==> src/rtl/rmon_pkg.sv <==
package rmon_pkg;

    typedef enum logic [1:0] {
        DIR_HOLD  = 2'd0,
        DIR_RAISE = 2'd1,
        DIR_LOWER = 2'd2
    } rate_dir_e;

    typedef struct packed {
        logic inp_high;
        logic outp_high;
    } level_pair_t;

    localparam int PORT_IN  = 0;
    localparam int PORT_OUT = 1;
    localparam int NUM_PORTS = 2;

    function automatic rate_dir_e pick_dir(level_pair_t lv);
        rate_dir_e d;
        case ({lv.inp_high, lv.outp_high})
            2'b10:   d = DIR_RAISE;
            2'b01:   d = DIR_LOWER;
            default: d = DIR_HOLD;
        endcase
        return d;
    endfunction

endpackage

==> src/rtl/rmon_tally.sv <==
module rmon_tally #(
    parameter int W = 8
) (
    input  logic                clk,
    input  logic                rst,
    input  logic                clr,
    input  logic                inc,
    input  logic                dec,
    output logic signed [W-1:0] cnt
);
    localparam logic signed [W-1:0] MAXV = {1'b0, {(W-1){1'b1}}};
    localparam logic signed [W-1:0] MINV = {1'b1, {(W-1){1'b0}}};
    localparam logic signed [W-1:0] ONE  = 1;

    logic signed [W-1:0] nxt;

    always_comb begin
        nxt = cnt;
        if (inc && !dec && cnt != MAXV) nxt = cnt + ONE;
        else if (dec && !inc && cnt != MINV) nxt = cnt - ONE;
    end

    always_ff @(posedge clk) begin
        if (rst || clr) cnt <= '0;
        else            cnt <= nxt;
    end

    // one blocked event moves the tally up by one below the ceiling
    p_up_one_r1: assert property (@(posedge clk) disable iff (rst)
        (!clr && inc && !dec && cnt != MAXV) |=> cnt == $past(cnt) + ONE);
    // one success event moves the tally down by one above the floor
    p_down_one_r2: assert property (@(posedge clk) disable iff (rst)
        (!clr && dec && !inc && cnt != MINV) |=> cnt == $past(cnt) - ONE);
    p_cancel_r2: assert property (@(posedge clk) disable iff (rst)
        (!clr && inc && dec) |=> $stable(cnt));
    // no wrap at either limit
    p_no_overflow_r3: assert property (@(posedge clk) disable iff (rst)
        (!clr && cnt == MAXV && !dec) |=> cnt == MAXV);
    p_no_underflow_r3: assert property (@(posedge clk) disable iff (rst)
        (!clr && cnt == MINV && !inc) |=> cnt == MINV);
    // strobe clears the tally
    p_clear_r8: assert property (@(posedge clk) disable iff (rst)
        clr |=> cnt == '0);

endmodule

==> src/rtl/rmon_judge.sv <==
module rmon_judge
    import rmon_pkg::*;
#(
    parameter int W = 8
) (
    input  logic signed [W-1:0] cnt_in,
    input  logic signed [W-1:0] cnt_out,
    input  logic signed [W-1:0] thr,
    output rate_dir_e           dir
);
    level_pair_t lv;

    always_comb begin
        lv.inp_high  = (cnt_in  > thr);
        lv.outp_high = (cnt_out > thr);
        dir          = pick_dir(lv);
    end

endmodule

==> src/rtl/rate_blockage_monitor.sv <==
module rate_blockage_monitor
    import rmon_pkg::*;
#(
    parameter int CNT_W = 8
) (
    input  logic                    clk,
    input  logic                    rst,
    input  logic                    in_blocked,
    input  logic                    in_success,
    input  logic                    out_blocked,
    input  logic                    out_success,
    input  logic signed [CNT_W-1:0] threshold,
    input  logic                    eval_strobe,
    output logic                    step_up,
    output logic                    step_down
);
    logic [NUM_PORTS-1:0] blk_v;
    logic [NUM_PORTS-1:0] suc_v;
    logic signed [CNT_W-1:0] tally [NUM_PORTS];
    rate_dir_e dir;

    assign blk_v = {out_blocked, in_blocked};
    assign suc_v = {out_success, in_success};

    for (genvar p = 0; p < NUM_PORTS; p++) begin : g_port
        rmon_tally #(.W(CNT_W)) u_tally (
            .clk (clk),
            .rst (rst),
            .clr (eval_strobe),
            .inc (blk_v[p]),
            .dec (suc_v[p]),
            .cnt (tally[p])
        );
    end

    rmon_judge #(.W(CNT_W)) u_judge (
        .cnt_in  (tally[PORT_IN]),
        .cnt_out (tally[PORT_OUT]),
        .thr     (threshold),
        .dir     (dir)
    );

    always_ff @(posedge clk) begin
        if (rst) begin
            step_up   <= 1'b0;
            step_down <= 1'b0;
        end else begin
            step_up   <= eval_strobe && (dir == DIR_RAISE);
            step_down <= eval_strobe && (dir == DIR_LOWER);
        end
    end

    // requests are exclusive and single-cycle
    p_exclusive_r9: assert property (@(posedge clk) disable iff (rst)
        !(step_up && step_down));
    p_up_pulse_r9: assert property (@(posedge clk) disable iff (rst)
        step_up |=> !step_up);
    p_down_pulse_r9: assert property (@(posedge clk) disable iff (rst)
        step_down |=> !step_down);
    // a request only follows a strobe
    p_after_strobe_r8: assert property (@(posedge clk) disable iff (rst)
        (step_up || step_down) |-> $past(eval_strobe));
    // starved input with free output asks for speed
    p_raise_r4: assert property (@(posedge clk) disable iff (rst)
        (eval_strobe && tally[PORT_IN] > threshold && !(tally[PORT_OUT] > threshold))
        |=> step_up);
    // stalled output with free input asks for less speed
    p_lower_r5: assert property (@(posedge clk) disable iff (rst)
        (eval_strobe && tally[PORT_OUT] > threshold && !(tally[PORT_IN] > threshold))
        |=> step_down);

endmodule

==> config.mk <==
export PLATFORM = sky130hd
export DESIGN_NAME = rate_blockage_monitor
export DESIGN_NICKNAME = d
export VERILOG_FILES = /design/src/rtl/rmon_pkg.sv /design/src/rtl/rmon_tally.sv /design/src/rtl/rmon_judge.sv /design/src/rtl/rate_blockage_monitor.sv
export SDC_FILE = /design/constraint.sdc
export NUM_CORES = 1
export LEC_CHECK = 0
export CAP_MARGIN = 5
export CORE_ASPECT_RATIO = 0.8
export CORE_MARGIN = 1.5
export CORE_UTILIZATION = 40
export CTS_BUF_LIST = sky130_fd_sc_hd__clkbuf_4 sky130_fd_sc_hd__clkbuf_8 sky130_fd_sc_hd__clkbuf_16
export DETAILED_ROUTE_END_ITERATION = 8
export GPL_TIMING_DRIVEN = 0
export PLACE_DENSITY_LB_ADDON = 0.15
export SYNTH_ARGS = -nofsm -noshare
export SYNTH_HDL_FRONTEND = slang
export SYNTH_SLANG_ARGS = --single-unit
export TNS_END_PERCENT = 5
==> constraint.sdc <==
create_clock -name clk -period 7.11 [get_ports clk]
set_input_delay 2.133 -clock clk [delete_from_list [all_inputs] [get_ports clk]]
set_output_delay 2.133 -clock clk [all_outputs]
set_load 0.005 [all_outputs]
### Yosys cells after proc, flatten, opt, wreduce, memory -nomap -nowiden

Index checks and enable logic that the tools add are counted.

* register bits: 18
* output and inout port bits: 2
* word-level logic and storage cells: 40

* $add $sub $neg: 4
* $lt $le $gt $ge: 2
* equal/unequal tests: 8
* mux-type cells: 5
* reductions and logical operators: 17

Operators with widths (count)
* 2-to-1 mux 8 bit: 4
* inequality test 8 bit, second input constant: 4
* adder 8 x 2 -> 8 bit, second input constant: 2
* greater-than comparator 8 bit: 2
* subtractor 8 x 2 -> 8 bit, second input constant: 2
* logical AND 1 bit: 10
* equality test 2 x 1 -> 1 bit, second input constant: 2
* equality test 2 bit, second input constant: 2
* logical NOT 1 bit: 4
* one-hot mux 2 bit (2 select lines): 1
* nonzero test 2 bit: 2
* logical OR 1 bit: 1

### Logic depth before layout (Yosys ltp)

* depth after elaboration: 5
* depth in mapped cells: 8
* mapped depth without buffers: 8

### Hierarchy

From an unflattened synthesis, not the netlist that was laid out.

* cell total of the unflattened synthesis: 217
* area, all modules: 1906.8 µm²

By module, submodules not included
* rmon_tally: times used 2, cells each 81, area an instance 706.9 µm², sequential area each 160.2 µm²
* rmon_judge: times used 1, cells each 51, area an instance 427.9 µm², sequential area each 0.0 µm²
* rate_blockage_monitor: times used 1, cells each 4, area an instance 65.1 µm², sequential area each 40.0 µm²

### Worst setup path before layout

OpenSTA, ideal clock, no wires.

* path kind: input to register
* start: input port in_success
* end: register g_port[0].u_tally.cnt[7]
* library setup time: 120 ps
* arrival time: 3731 ps
* data required time: 6990 ps
* slack: 3260 ps
* stages on the path: 8
* cells stage by stage: and2b_1 > o41ai_4 > ha_1 > or4_1 > o21ai_0 > or3_2 > nand3_1 > nor3b_2

* cells in the longest elaborated chain, start to end: 4
* elaborated cells on any way between the ends: 7
* classes of those cells: mux: 1; reduce/logical: 6

Ends and longest elaborated chain
* from (decl): RTL line rate_blockage_monitor.sv:9 `input logic in_success,`
* logical NOT 1 bit: RTL line rmon_tally.sv:19 `if (inc && !dec && cnt != MAXV) nxt = cnt + ONE;`
* logical AND 1 bit (2 in a row): RTL line rmon_tally.sv:19
* 2-to-1 mux 8 bit or nonzero test 2 bit (tied branches)
* to (signal assigned): RTL line rmon_tally.sv:25 `else cnt <= nxt;`
* to (decl): RTL line rmon_tally.sv:9 `output logic signed [W-1:0] cnt`

Parallel ways exist; a longest one is shown, timed or not.
A chain may end at the register's enable or synchronous reset.

### Final worst setup path

* start: input port out_blocked
* end: register g_port[1].u_tally.cnt[7]

* cells in the longest elaborated chain, start to end: 4
* elaborated cells on any way between the ends: 7
* classes of those cells: mux: 1; reduce/logical: 6

Ends and longest elaborated chain
* from (decl): RTL line rate_blockage_monitor.sv:10 `input logic out_blocked,`
* logical NOT 1 bit: RTL line rmon_tally.sv:20 `else if (dec && !inc && cnt != MINV) nxt = cnt - ONE;`
* logical AND 1 bit (2 in a row): RTL line rmon_tally.sv:20
* nonzero test 2 bit (no line)
* to (signal assigned): RTL line rmon_tally.sv:25
* to (decl): RTL line rmon_tally.sv:9

Parallel ways exist; a longest one is shown, timed or not.

==> impl_metrics.csv <==
group,metric,value,unit
run_status,outcome,"complete, no violations",
floorplan,rows,20,
route,first_iter_violations,122,
hold_path,hold_path.class,"reg -> reg",
floorplan,pin_count,17,
yosys,synth_xor_area_share,5.18,%
yosys,syn_avg_cell_area,8.59,um^2
route,wl_per_cell,14.7,um
sta,maxSlewViolCount,0,
yosys,synthAdderAreaFrac,23.1,%
route,vias_per_cell,5.71,
setup_path,endpoint_kind,"flop",
yosys,synth_edf_count,0,
sta,fin_setup_tns,0,ps
yosys,netlist_area,1690,um^2
yosys,synthFlopType,"dfxtp_1",
cts,cts_made_buffers,3,
setup_path,cp_cell_sequence,"clkdlybuf4s50_1 -> o211ai_2 -> ha_1 -> or3_1 -> a211oi_1 -> or3_1 -> a21oi_1 -> nor3b_1",
yosys,synthMuxAreaShare,0,%
global_route,grt_pass1_wl,6.82,mm
setup_path,cp-startpoint,"out_blocked",
setup_path,crit_type,"in -> reg",
yosys,synth.top_cells.by_area,"dfxtp_1 (21%), ha_1 (21%), a21oi_1 (4.7%)",
route,drc,0,
cts,cts_sinks,18,
cts,htreeDepth,1,
sta,post-route-period-util,59.5,%
cts,ctsLongestPathBuffers,2,
cts,cts_hold_buf,0,
setup_path,critPathArrivalTime,4410,ps
yosys,synth_top_area_cell,"dfxtp_1",
setup_path,endpoint,"g_port[1].u_tally.cnt[7]",
yosys,yosysWarnings,0,
global_route,gr-total-overflow,0,
global_route,grt_max_degree,13,
sta,finalHoldViolations,0,
global_route,grt_use_total,19.6,%
cts,cts_resized,0,
cts,cts_tree,"built",
floorplan,start_util,43.1,%
yosys,ys_ff_latch,18,
pwr,pwr-share-clk,27.7,%
run,cap_violations,0,
yosys,syn_nets,242,
layout,fillCellCount,393,
global_route,antenna_found_initial,0,
setup_path,critPathSlowestCell,"clkdlybuf4s50_1",
route,wirelength,4.01,mm
yosys,synthSimpleGateAreaFrac,20.6,%
sta,maxSlewHeadroom,48.9,%
route,first_pass_iters,4,
pwr,ir_drop,0.0699,mV
setup_path,critPathLaunchType,"primary input",
placed_design,port_buffers,16,
global_route,grt_pass1_vias,1458,
setup_path,r2r_end,"g_port[0].u_tally.cnt[7]",
cts,clockRootBuffer,"clkbuf_8",
setup_path,rrSetupSlack,4330,ps
pwr,combPwrFrac,36.0,%
sta,finalSetupViolCount,0,
sta,timing_worst_slew_pin_value,764,ps
cts,clk_latency,260,ps
setup_path,crit_path_max_fanout,12,
sta,fmax,236,MHz
setup_path,rr_worst_depth,8,
yosys,async_flop_share,0,%
sta,layout_min_cycle_time,4230,ps
floorplan,die_area,4630,um^2
pwr,p_switching,0.108,mW
cts,clkTransAtPathRegs,80,ps
sta,final.setup_skew,3.34,ps
setup_path,critical_path_required,7290,ps
pwr,switching_share,33.8,%
layout,drive_gt1_share,7.37,%
setup_path,crit_top_cell,"or3_1",
pwr,p_per_area,161,nW/um^2
yosys,yosysSeqAreaShare,21.3,%
setup_path,max_stage_delay,500,ps
layout,fin_nets,263,
sta,rsz0062_at_grt,"no",
cts,cts_setup_buffers,0,
floorplan,fp.coreArea,3930,um^2
yosys,synth_cell_types,44,
placed_design,place.gp.congestion,0.800,
yosys,synth_compound_area_share,26.1,%
yosys,synth_top_family_by_area,"compound AO/OA/AOI/OAI gates",
route,dr_total_vias,1552,
setup_path,r2r-start,"g_port[0].u_tally.cnt[5]",
floorplan,die_w,75.7,um
layout,antennaDiodeCount,0,
placed_design,dp_hpwl,3.19,mm
pwr,cell_internal_pwr,0.211,mW
yosys,syn_inst,197,
layout,area_growth,16.8,%
pwr,p_seq_share,36.3,%
yosys,synth_top_area_share,21.3,%
floorplan,die_h,61.2,um
route,ant_nets,0,
placed_design,post_dp_cell_area,1920,um^2
layout,design_area,1980,um^2
pwr,p_leak,0.870,nW
[power groups by stage]
stage / Sequential [mW] / Clock [mW] / Combinational, mW
2_1_floorplan: 0.116 / 0 / 0.0836
3_3_place_gp: 0.118 / 0 / 0.108
3_5_place_dp: 0.118 / 0 / 0.113
4_1_cts: 0.116 / 0.0909 / 0.114
5_1_grt: 0.117 / 0.0954 / 0.129
6_report: 0.116 / 0.0883 / 0.115
[per-layer routing]
metal | part of all wire [%] | global-route usage (%)
met5 | 0 | 0
met1 | 54 | 28.9
met4 | 0.35 | 3.57
met3 | 3.8 | 4.09
met2 | 42 | 29.7
[worst max-delay path: cells and delay by family]
kind | cells | cell delay (ps)
adders and majority gates | 1 | 330
and+or+nand+nor | 3 | 770
AOI/OAI and AO/OA | 3 | 670
buffers and inverters | 1 | 500
[layout by cell type (no fill, tap or decap), types with 2 or more instances in the layout]
cell type and instances:
ha_1 28, dfxtp_1 18, a21oi_1 16, clkdlybuf4s50_1 16
inv_1 15, nand2_1 13, nor2_1 8, a211oi_1 8
nand3_1 8, a21o_1 7, nand4_1 6, xnor2_1 6
o21ai_0 6, o21bai_1 4, xor2_1 4, o22ai_1 4
clkbuf_8 4, a211o_1 3, or3_1 3, nor4_1 2
nand2_2 2, and3_1 2, a221oi_1 2, o211ai_1 2
and4_1 2, a2111oi_0 2, a31oi_1 2, and4bb_2 2
o21a_1 2, or4_1 2, and2_1 2, fa_1 2
[worst min-delay path by stage]
stage,slack [ps],start,cells after the start,end
finish,530,g_port[1].u_tally.cnt[4],2,g_port[1].u_tally.cnt[4]
global route,560,g_port[1].u_tally.cnt[4],2,g_port[1].u_tally.cnt[4]
CTS,540,g_port[1].u_tally.cnt[4],2,g_port[1].u_tally.cnt[4]
detailed placement,520,g_port[0].u_tally.cnt[6],2,g_port[0].u_tally.cnt[6]
global placement,530,g_port[1].u_tally.cnt[5],2,g_port[1].u_tally.cnt[5]
floorplan,490,g_port[1].u_tally.cnt[5],2,g_port[1].u_tally.cnt[5]
[state kept, by name (all words and copies together) (netlist names)]
name                flops
step_down               1
step_up                 1
g_port.u_tally.cnt     16
[stage by stage]
step | total power [mW] | util (%) | hold WS, ps | std cells | setup slack, ps
after floorplan | 0.200 | - | 489 | 197 | 3260
after global placement | 0.226 | 48.9 | 526 | 268 | 2680
after detailed placement | 0.231 | 48.9 | 523 | 268 | 2650
after CTS | 0.321 | 50.3 | 535 | 272 | 2910
after global routing | 0.342 | 50.3 | 560 | 272 | 2740
final | 0.319 | 50.3 | 534 | 272 | 2880
[cells in the mapped netlist (4+ instances only)]
cell      count
a211oi_1      8
xor2_1        4
nand4_1       6
nand2_1      13
o21bai_1      4
ha_1         28
a21oi_1      16
nor2_1        8
a21o_1        7
nand3_1       8
dfxtp_1      18
inv_1        15
xnor2_1       6
o21ai_0       6
o22ai_1       4
[cells by family after synthesis]
kind of cell / Yosys count
AO/OA/AOI/OAI: 62
AND/OR/NAND/NOR: 60
adder cells (fa/ha/maj): 30
flip-flops: 18
buffers and inverters: 17
XOR/XNOR: 10
[cell type report]
cell class | instances | area, um^2 | area share [%]
Multi-Input combinational cell | 162 | 1270 | 64.2
Sequential cell | 18 | 360 | 18.2
Timing Repair Buffer | 16 | 160 | 8.11
Tap cell | 55 | 68.8 | 3.48
Inverter | 16 | 60.1 | 3.04
Clock buffer | 4 | 55.1 | 2.79
Buffer | 1 | 3.75 | 0.190
(Power assumes the default switching activity.)
